==> src/rtl/eebr_pkg.sv <==
// Shared definitions for the nonvolatile memory bus bridge.
// Assumes the region offset's top two bits pick one of four quarters.
package eebr_pkg;
    typedef enum logic [1:0] {
        Q_WLATCH = 2'd0,
        Q_CTRL   = 2'd1,
        Q_READ   = 2'd2,
        Q_SPARE  = 2'd3
    } quarter_e;

    // Control register bit positions
    localparam int CTL_WLOE = 0;
    localparam int CTL_CE   = 1;
    localparam int CTL_WE   = 2;
    localparam int CTL_OE   = 3;
endpackage

==> src/rtl/eebr_decode.sv <==
// Quarter decoder: turns select, strobes and offset into one-hot actions.
// Assumes strobes are qualified by bus_sel and valid for a whole cycle.
module eebr_decode
    import eebr_pkg::*;
#(
    parameter int OFS_W = 8
) (
    input  logic             bus_sel,
    input  logic             bus_wr,
    input  logic             bus_rd,
    input  logic [OFS_W-1:0] bus_addr,
    output logic             ld_latch,
    output logic             ld_ctrl,
    output logic             rd_hit
);
    localparam int QHI = OFS_W - 1;
    localparam int QLO = OFS_W - 2;

    quarter_e q;

    // Decode the quarter and qualify it with select and strobe
    always_comb begin
        q        = quarter_e'(bus_addr[QHI:QLO]);
        ld_latch = bus_sel && bus_wr && (q == Q_WLATCH);
        ld_ctrl  = bus_sel && bus_wr && (q == Q_CTRL);
        rd_hit   = bus_sel && bus_rd && (q == Q_READ);
    end
endmodule

==> src/rtl/eebr_wlatch.sv <==
// Address and write-data latches, loaded together by one write strobe.
// Assumes MEM_AW does not exceed the bits below the quarter field.
module eebr_wlatch #(
    parameter int OFS_W  = 8,
    parameter int MEM_AW = 6,
    parameter int DATA_W = 8
) (
    input  logic              clk,
    input  logic              rst_n,
    input  logic              ld,
    input  logic [OFS_W-1:0]  ofs,
    input  logic [DATA_W-1:0] din,
    output logic [MEM_AW-1:0] addr_q,
    output logic [DATA_W-1:0] data_q
);
    // Capture address and data on a write-window strobe
    always_ff @(posedge clk) begin
        if (!rst_n) begin
            addr_q <= '0;
            data_q <= '0;
        end else if (ld) begin
            addr_q <= ofs[MEM_AW-1:0];
            data_q <= din;
        end
    end

    AST_ADDR_LOAD: assert property (@(posedge clk) disable iff (!rst_n)
        ld |=> addr_q == $past(ofs[MEM_AW-1:0]));
    AST_DATA_LOAD: assert property (@(posedge clk) disable iff (!rst_n)
        ld |=> data_q == $past(din));
    AST_LATCH_HOLD: assert property (@(posedge clk) disable iff (!rst_n)
        !ld |=> $stable(addr_q) && $stable(data_q));
endmodule

==> src/rtl/eebr_ctrl.sv <==
// Control register: keeps the low CTRL_W bits of a control write.
// Assumes CTRL_W is not wider than the data bus.
module eebr_ctrl #(
    parameter int DATA_W = 8,
    parameter int CTRL_W = 4
) (
    input  logic              clk,
    input  logic              rst_n,
    input  logic              ld,
    input  logic [DATA_W-1:0] din,
    output logic [CTRL_W-1:0] ctrl_q
);
    // Load control bits; reset leaves the memory idle
    always_ff @(posedge clk) begin
        if (!rst_n) ctrl_q <= '0;
        else if (ld) ctrl_q <= din[CTRL_W-1:0];
    end

    AST_CTRL_LOAD: assert property (@(posedge clk) disable iff (!rst_n)
        ld |=> ctrl_q == $past(din[CTRL_W-1:0]));
    AST_CTRL_HOLD: assert property (@(posedge clk) disable iff (!rst_n)
        !ld |=> $stable(ctrl_q));
endmodule

==> src/rtl/eebr_rdmux.sv <==
// Read path: gates either memory data or the write latch onto the bus.
// Assumes the bus expects zero when the read location is not addressed.
module eebr_rdmux #(
    parameter int DATA_W = 8
) (
    input  logic              rd_hit,
    input  logic              wl_oe,
    input  logic [DATA_W-1:0] latch_d,
    input  logic [DATA_W-1:0] mem_d,
    output logic [DATA_W-1:0] bus_d
);
    // Pick the source per bit, then gate with the read hit
    for (genvar i = 0; i < DATA_W; i++) begin : g_bit
        assign bus_d[i] = rd_hit & (wl_oe ? latch_d[i] : mem_d[i]);
    end
endmodule

==> src/rtl/eebr_bridge.sv <==
// Top of the nonvolatile memory bus bridge.
// Assumes bus_sel comes from an external decoder for a 2**OFS_W byte region.
module eebr_bridge
    import eebr_pkg::*;
#(
    parameter int OFS_W  = 8,
    parameter int MEM_AW = 6,
    parameter int DATA_W = 8,
    parameter int CTRL_W = 4
) (
    input  logic              clk,
    input  logic              rst_n,
    input  logic              bus_sel,
    input  logic              bus_wr,
    input  logic              bus_rd,
    input  logic [OFS_W-1:0]  bus_addr,
    input  logic [DATA_W-1:0] bus_wdata,
    output logic [DATA_W-1:0] bus_rdata,
    output logic [MEM_AW-1:0] mem_addr,
    output logic [DATA_W-1:0] mem_wdata,
    input  logic [DATA_W-1:0] mem_rdata,
    output logic [CTRL_W-1:0] mem_ctrl
);
    logic ld_latch;
    logic ld_ctrl;
    logic rd_hit;

    eebr_decode #(.OFS_W(OFS_W)) u_dec (
        .bus_sel (bus_sel),
        .bus_wr  (bus_wr),
        .bus_rd  (bus_rd),
        .bus_addr(bus_addr),
        .ld_latch(ld_latch),
        .ld_ctrl (ld_ctrl),
        .rd_hit  (rd_hit)
    );

    eebr_wlatch #(.OFS_W(OFS_W), .MEM_AW(MEM_AW), .DATA_W(DATA_W)) u_wl (
        .clk   (clk),
        .rst_n (rst_n),
        .ld    (ld_latch),
        .ofs   (bus_addr),
        .din   (bus_wdata),
        .addr_q(mem_addr),
        .data_q(mem_wdata)
    );

    eebr_ctrl #(.DATA_W(DATA_W), .CTRL_W(CTRL_W)) u_ctl (
        .clk   (clk),
        .rst_n (rst_n),
        .ld    (ld_ctrl),
        .din   (bus_wdata),
        .ctrl_q(mem_ctrl)
    );

    eebr_rdmux #(.DATA_W(DATA_W)) u_rd (
        .rd_hit (rd_hit),
        .wl_oe  (mem_ctrl[CTL_WLOE]),
        .latch_d(mem_wdata),
        .mem_d  (mem_rdata),
        .bus_d  (bus_rdata)
    );

    AST_RD_ADDR_STABLE: assert property (@(posedge clk) disable iff (!rst_n)
        (bus_rd && !bus_wr) |=> $stable(mem_addr));
    AST_CTRL_WR_KEEPS_LATCH: assert property (@(posedge clk) disable iff (!rst_n)
        (bus_sel && bus_wr && bus_addr[OFS_W-1:OFS_W-2] == 2'd1)
        |=> $stable(mem_addr) && $stable(mem_wdata));
    AST_IDLE_READ_ZERO: assert property (@(posedge clk) disable iff (!rst_n)
        !bus_rd |-> bus_rdata == '0);
endmodule

==> config.mk <==
export PLATFORM = sky130hd
export DESIGN_NAME = eebr_bridge
export DESIGN_NICKNAME = d
export VERILOG_FILES = /design/src/rtl/eebr_pkg.sv /design/src/rtl/eebr_decode.sv /design/src/rtl/eebr_wlatch.sv /design/src/rtl/eebr_ctrl.sv /design/src/rtl/eebr_rdmux.sv /design/src/rtl/eebr_bridge.sv
export SDC_FILE = /design/constraint.sdc
export NUM_CORES = 1
export LEC_CHECK = 0
export CAP_MARGIN = 20
export CELL_PAD_IN_SITES_DETAIL_PLACEMENT = 0
export CELL_PAD_IN_SITES_GLOBAL_PLACEMENT = 1
export CORE_MARGIN = 2
export CORE_UTILIZATION = 28
export DETAILED_ROUTE_END_ITERATION = 8
export MAX_ROUTING_LAYER = met4
export PLACE_DENSITY = 0.89
export SYNTH_ARGS = -nofsm -noshare
export SYNTH_HDL_FRONTEND = slang
export SYNTH_HIERARCHICAL = 1
export SYNTH_SLANG_ARGS = --single-unit
==> constraint.sdc <==
create_clock -name clk -period 1.6 [get_ports clk]
set_input_delay 0.32 -clock clk [delete_from_list [all_inputs] [get_ports clk]]
set_output_delay 0.32 -clock clk [all_outputs]
set_load 0.005 [all_outputs]
* Word-level counts from Yosys, hierarchy flattened
Index checks and enable logic that the tools add are counted.
Operators by class: bitwise logic cells 8, equality and inequality tests 2, multiplexer cells 8, reductions and logical operators 6
Operators by type and width (number):
- AND 1 bit | 8
- two-way mux 1 bit | 8
- logical AND 1 bit | 5
- == test 2 x 1 -> 1 bit, second input constant | 1
- == test 2 bit, second input constant | 1
- zero test 2 bit | 1
Storage, ports and cells: output and inout port bits 26, flip-flop bits (word level) 18, input port bits 29, logic and storage cells 27

* Depth between registers and ports, before layout
word-level depth 3, gate-level depth with buffers 5, depth with buffers taken out 3

* Hierarchy
Netlist, hierarchy kept.
Modules (own cells, without submodules):
- eebr_wlatch | instances 1, seq. area each 280.3 µm², area an instance 543.0 µm², cells each 45
- eebr_ctrl | instances 1, seq. area each 80.1 µm², area an instance 156.4 µm², cells each 13
- eebr_rdmux | instances 1, seq. area each 0.0 µm², area an instance 141.4 µm², cells each 17
- eebr_decode | instances 1, seq. area each 0.0 µm², area an instance 35.0 µm², cells each 3

* Least setup slack after synthesis
No wires, ideal clock.
path kind input-to-reg, start in bus_addr[6], end reg u_wl.addr_q[0], data required time 1.484 ns, setup time 0.116 ns, buffers on the path 2, setup slack 0.415 ns, stages 5, arrival time 1.069 ns, cells stage by stage and4bb_2 -> buf_6 -> buf_12 -> mux2i_1 -> nor2b_1
On the way: longest elaborated chain between the ends 2
RTL lines:
- start, declared | RTL line eebr_bridge.sv:16 | input logic [OFS_W-1:0] bus_addr,
- zero test 2 bit | RTL line eebr_decode.sv:24 | ld_latch = bus_sel && bus_wr && (q == Q_WLATCH);
- logical AND 1 bit | RTL line eebr_decode.sv:24
- end signal, assigned | RTL line eebr_wlatch.sv:22 | addr_q <= ofs[MEM_AW-1:0];
- end, declared | RTL line eebr_wlatch.sv:13 | output logic [MEM_AW-1:0] addr_q,
No other way between the ends. A chain may end at the register's enable or synchronous reset.

* Final worst setup path
start reg u_ctl.ctrl_q[0], end out bus_rdata[4]
On the way: longest elaborated chain between the ends 2
RTL lines:
- start, declared | RTL line eebr_ctrl.sv:11 | output logic [CTRL_W-1:0] ctrl_q
- start signal, assigned | RTL line eebr_ctrl.sv:16 | else if (ld) ctrl_q <= din[CTRL_W-1:0];
- two-way mux 1 bit | RTL line eebr_rdmux.sv:14 | assign bus_d[i] = rd_hit & (wl_oe ? latch_d[i] : mem_d[i]);
- AND 1 bit | RTL line eebr_rdmux.sv:14
- end, declared | RTL line eebr_bridge.sv:18 | output logic [DATA_W-1:0] bus_rdata,
No other way between the ends.

==> key figures <==
Final layout
  • Area grow syn2layout: 74.7%
  • Number of antenna diodes: 0
  • Fill count: 292
  • Multi-input logic area: roughly 510 sq um
  • Share of cells above drive strength 1: 0.232
  • Reg area: 364 sq um
  • # nets final: about 170
  • Fin area: 1530 sq um
  • Post-Route Utilization: 0.510
  • Final Instance Count excl. Fillers: 171

Global route
  • Vias in the first global route: 715
  • Largest net degree at the start of global routing: 19
  • GR Overflow Total: 0
  • GRT Total Usage: 0.137
  • Global-route wire length before repair: 3510 um
  • Antenna violations before repair: 0

STA
  • Post-route minimum period: around 1.5 ns
  • Worst Slack Setup Final: 0.0548 ns
  • Max_slew headroom: 0.699
  • Clock Skew: 0 ns
  • Final Setup Violations: 0
  • Final worst path period share: 0.966
  • FMAX: 647 MHz
  • Final slew viol count: 0
  • Final Hold Viols: 0
  • Slew @ Worst Pin: 0.450 ns
  • RSZ-0062 raised after global routing: yes

Place
  • Dpl cells: 165
  • Input/output buffers: 54
  • Gp weighted congestion: 0.714
  • Worst slack, placed: -0.543 ns
  • Dpl cell area: 1450 sq um

Job
  • Max cap viols: 0

Floorplan
  • I/O Pins: between 50 and 60
  • Starting density of the core: 0.292
  • Die area: 3590 sq um
  • Core area: 3000 sq um
  • Width of the die: ~60 um
  • Height of the chip: between 50 and 60 um
  • # rows: 20

Critical path
  • Worst EP required: 1.28 ns
  • Critical setup path kind: register to primary output
  • Setup crit start kind: register
  • Critical Path Fanout Max: 6
  • Arr. time, crit path: 1.23 ns
  • CP endpoint kind: primary output

Clock network
  • TritonCTS Sinks: 18
  • CTS hold repair buffers: 0
  • Worst-case clock buffer depth: 2
  • CTS tree: done
  • Clock transition at path regs: about 0.1 ns
  • H-Tree Depth: 1
  • CTS Root Cell: clkbuf_4
  • Clock latency on the worst-skew pair: 0.28 ns
  • Cts bufs inserted: 3

Synth
  • Synthesized instance count: 78
  • Synthesized Nets: about 110
  • Largest cells by area after synthesis: dfxtp_1 41%, mux2i_1 30%, nor2b_1 19%, buf_6 3.9%, and4b_2 2.6%
  • Mapped cell area: 876 sq um
  • Yosys cell types: 8
  • Leading area contributor after synthesis: dfxtp_1
  • Post-synth top cells: 26 x mux2i_1, 26 x nor2b_1, 18 x dfxtp_1, 3 x buf_6, 2 x and4b_2
  • Sequential fraction of the synthesis area: 0.411
  • Yosys top cell area share: 0.411
  • Syn Area/Cell: 11.2 sq um
  • Yosys warnings: 6
  • Top_reg_cell synth: dfxtp_1
  • Post-synth EDFFs: 0
  • Yosys reg bits: 18
  • FFs w/ async S/R, synth: 0

Detailed routing
  • Drt pass-1 iters: 3
  • DRT iter0 DRCs: 5
  • Antenna-violating nets left: 0
  • Drt wl/cell: 13.4 um
  • Residual DRC count: 0
  • Vias: 763
  • Post-Route WL: 2290 um
  • DR vias/cell: 4.46

Power
  • Pwr Density: 588 nW/um^2
  • Leak: 0.564 nW
  • Worst vdd ir: 0.000303 V

Worst hold path
  • Worst min path class: register to register

Outcome
  • Status: finished, final reports clean
[path summary, 6_finish.rpt]
path	start	endpoint	slack, ns	cells after the start
worst max-delay path	u_ctl/ctrl_q[0]	bus_rdata[4]	0.05	4
worst max register to register	u_ctl/ctrl_q[0]	u_ctl/ctrl_q[0]	0.83	3
worst min register to register	u_wl/addr_q[3]	u_wl/addr_q[3]	0.53	2
worst min-delay path	u_wl/addr_q[3]	u_wl/addr_q[3]	0.53	2
[power by group]
| part | leakage, nW | switching (mW) | internal [mW] | total [mW] |
|---|---|---|---|---|
| Sequential | 0.147 | 0.00716 | 0.458 | 0.465 |
| Combinational | 0.395 | 0.0495 | 0.118 | 0.168 |
| Clock | 0.0210 | 0.129 | 0.138 | 0.267 |
| Total | 0.564 | 0.185 | 0.715 | 0.900 |
[timing repair]
item	CTS	global route
endpoints found under the setup margin	8	10
setup buffers	2	0
gates resized for setup	42	12
pin swaps	1	0
[critical path: stages, from the launching register on]
cell     delay (ns)
dfxtp_2        0.35
buf_8          0.15
mux2i_4        0.26
nor2b_4        0.06
buf_2          0.13
[final cells by class]
| cell class | instances | area share |
|---|---|---|
| clock buffer | 4 | 0.0237 |
| timing repair buffer | 61 | 0.379 |
| multi-input combinational | 55 | 0.333 |
| sequential | 18 | 0.238 |
| tap | 33 | 0.0270 |
[routing by layer]
layer | global-route usage | share of wire
met5 | - | 0
met4 | 0.0857 | 0.020
met3 | 0.0173 | 0.040
met2 | 0.222 | 0.52
met1 | 0.159 | 0.42
[logic make-up (layout without fill, tap and decap cells)]
| group | Yosys count | count (layout) | synth area share |
|---|---|---|---|
| flops | 18 | 18 | 0.411 |
| buf+inv | 5 | 65 | 0.0657 |
| mux | 26 | 26 | 0.297 |
| simple gates | 29 | 29 | 0.226 |
[placed cells by master, fill, tap and decap left out]
cell type	synthesis	routed
clkdlybuf4s50_1	0	41
nor2b_1	26	24
mux2i_1	26	21
dfxtp_1	18	15
buf_2	0	7
clkbuf_4	0	3
dlygate4sd2_1	0	3
buf_4	0	3
dfxtp_2	0	3
mux2i_2	0	3
and4b_2	2	2
mux2i_4	0	2
nor2b_4	0	2
buf_6	3	2
clkbuf_8	0	1
clkdlybuf4s15_1	0	1
clkbuf_2	0	1
dlymetal6s2s_1	0	1
and4bb_2	1	1
buf_8	0	1
buf_12	1	1
[through the flow]
step	hold WS, ns	setup TNS (ns)	total power [mW]
finish	0.530	0	0.900
global route	0.556	-0.0184	0.951
CTS	0.535	-0.000421	0.908
detailed placement	0.507	-5.93	0.635
global placement	0.497	-4.95	0.630
floorplan	0.448	0	0.527
[flip-flops by register name, summed over array words and instances, names as in the netlist]
| signal | cells |
|---|---|
| u_ctl/ctrl_q | 4 |
| u_wl/addr_q | 6 |
| u_wl/data_q | 8 |
Note: power is estimated with default switching activity, not from simulation.
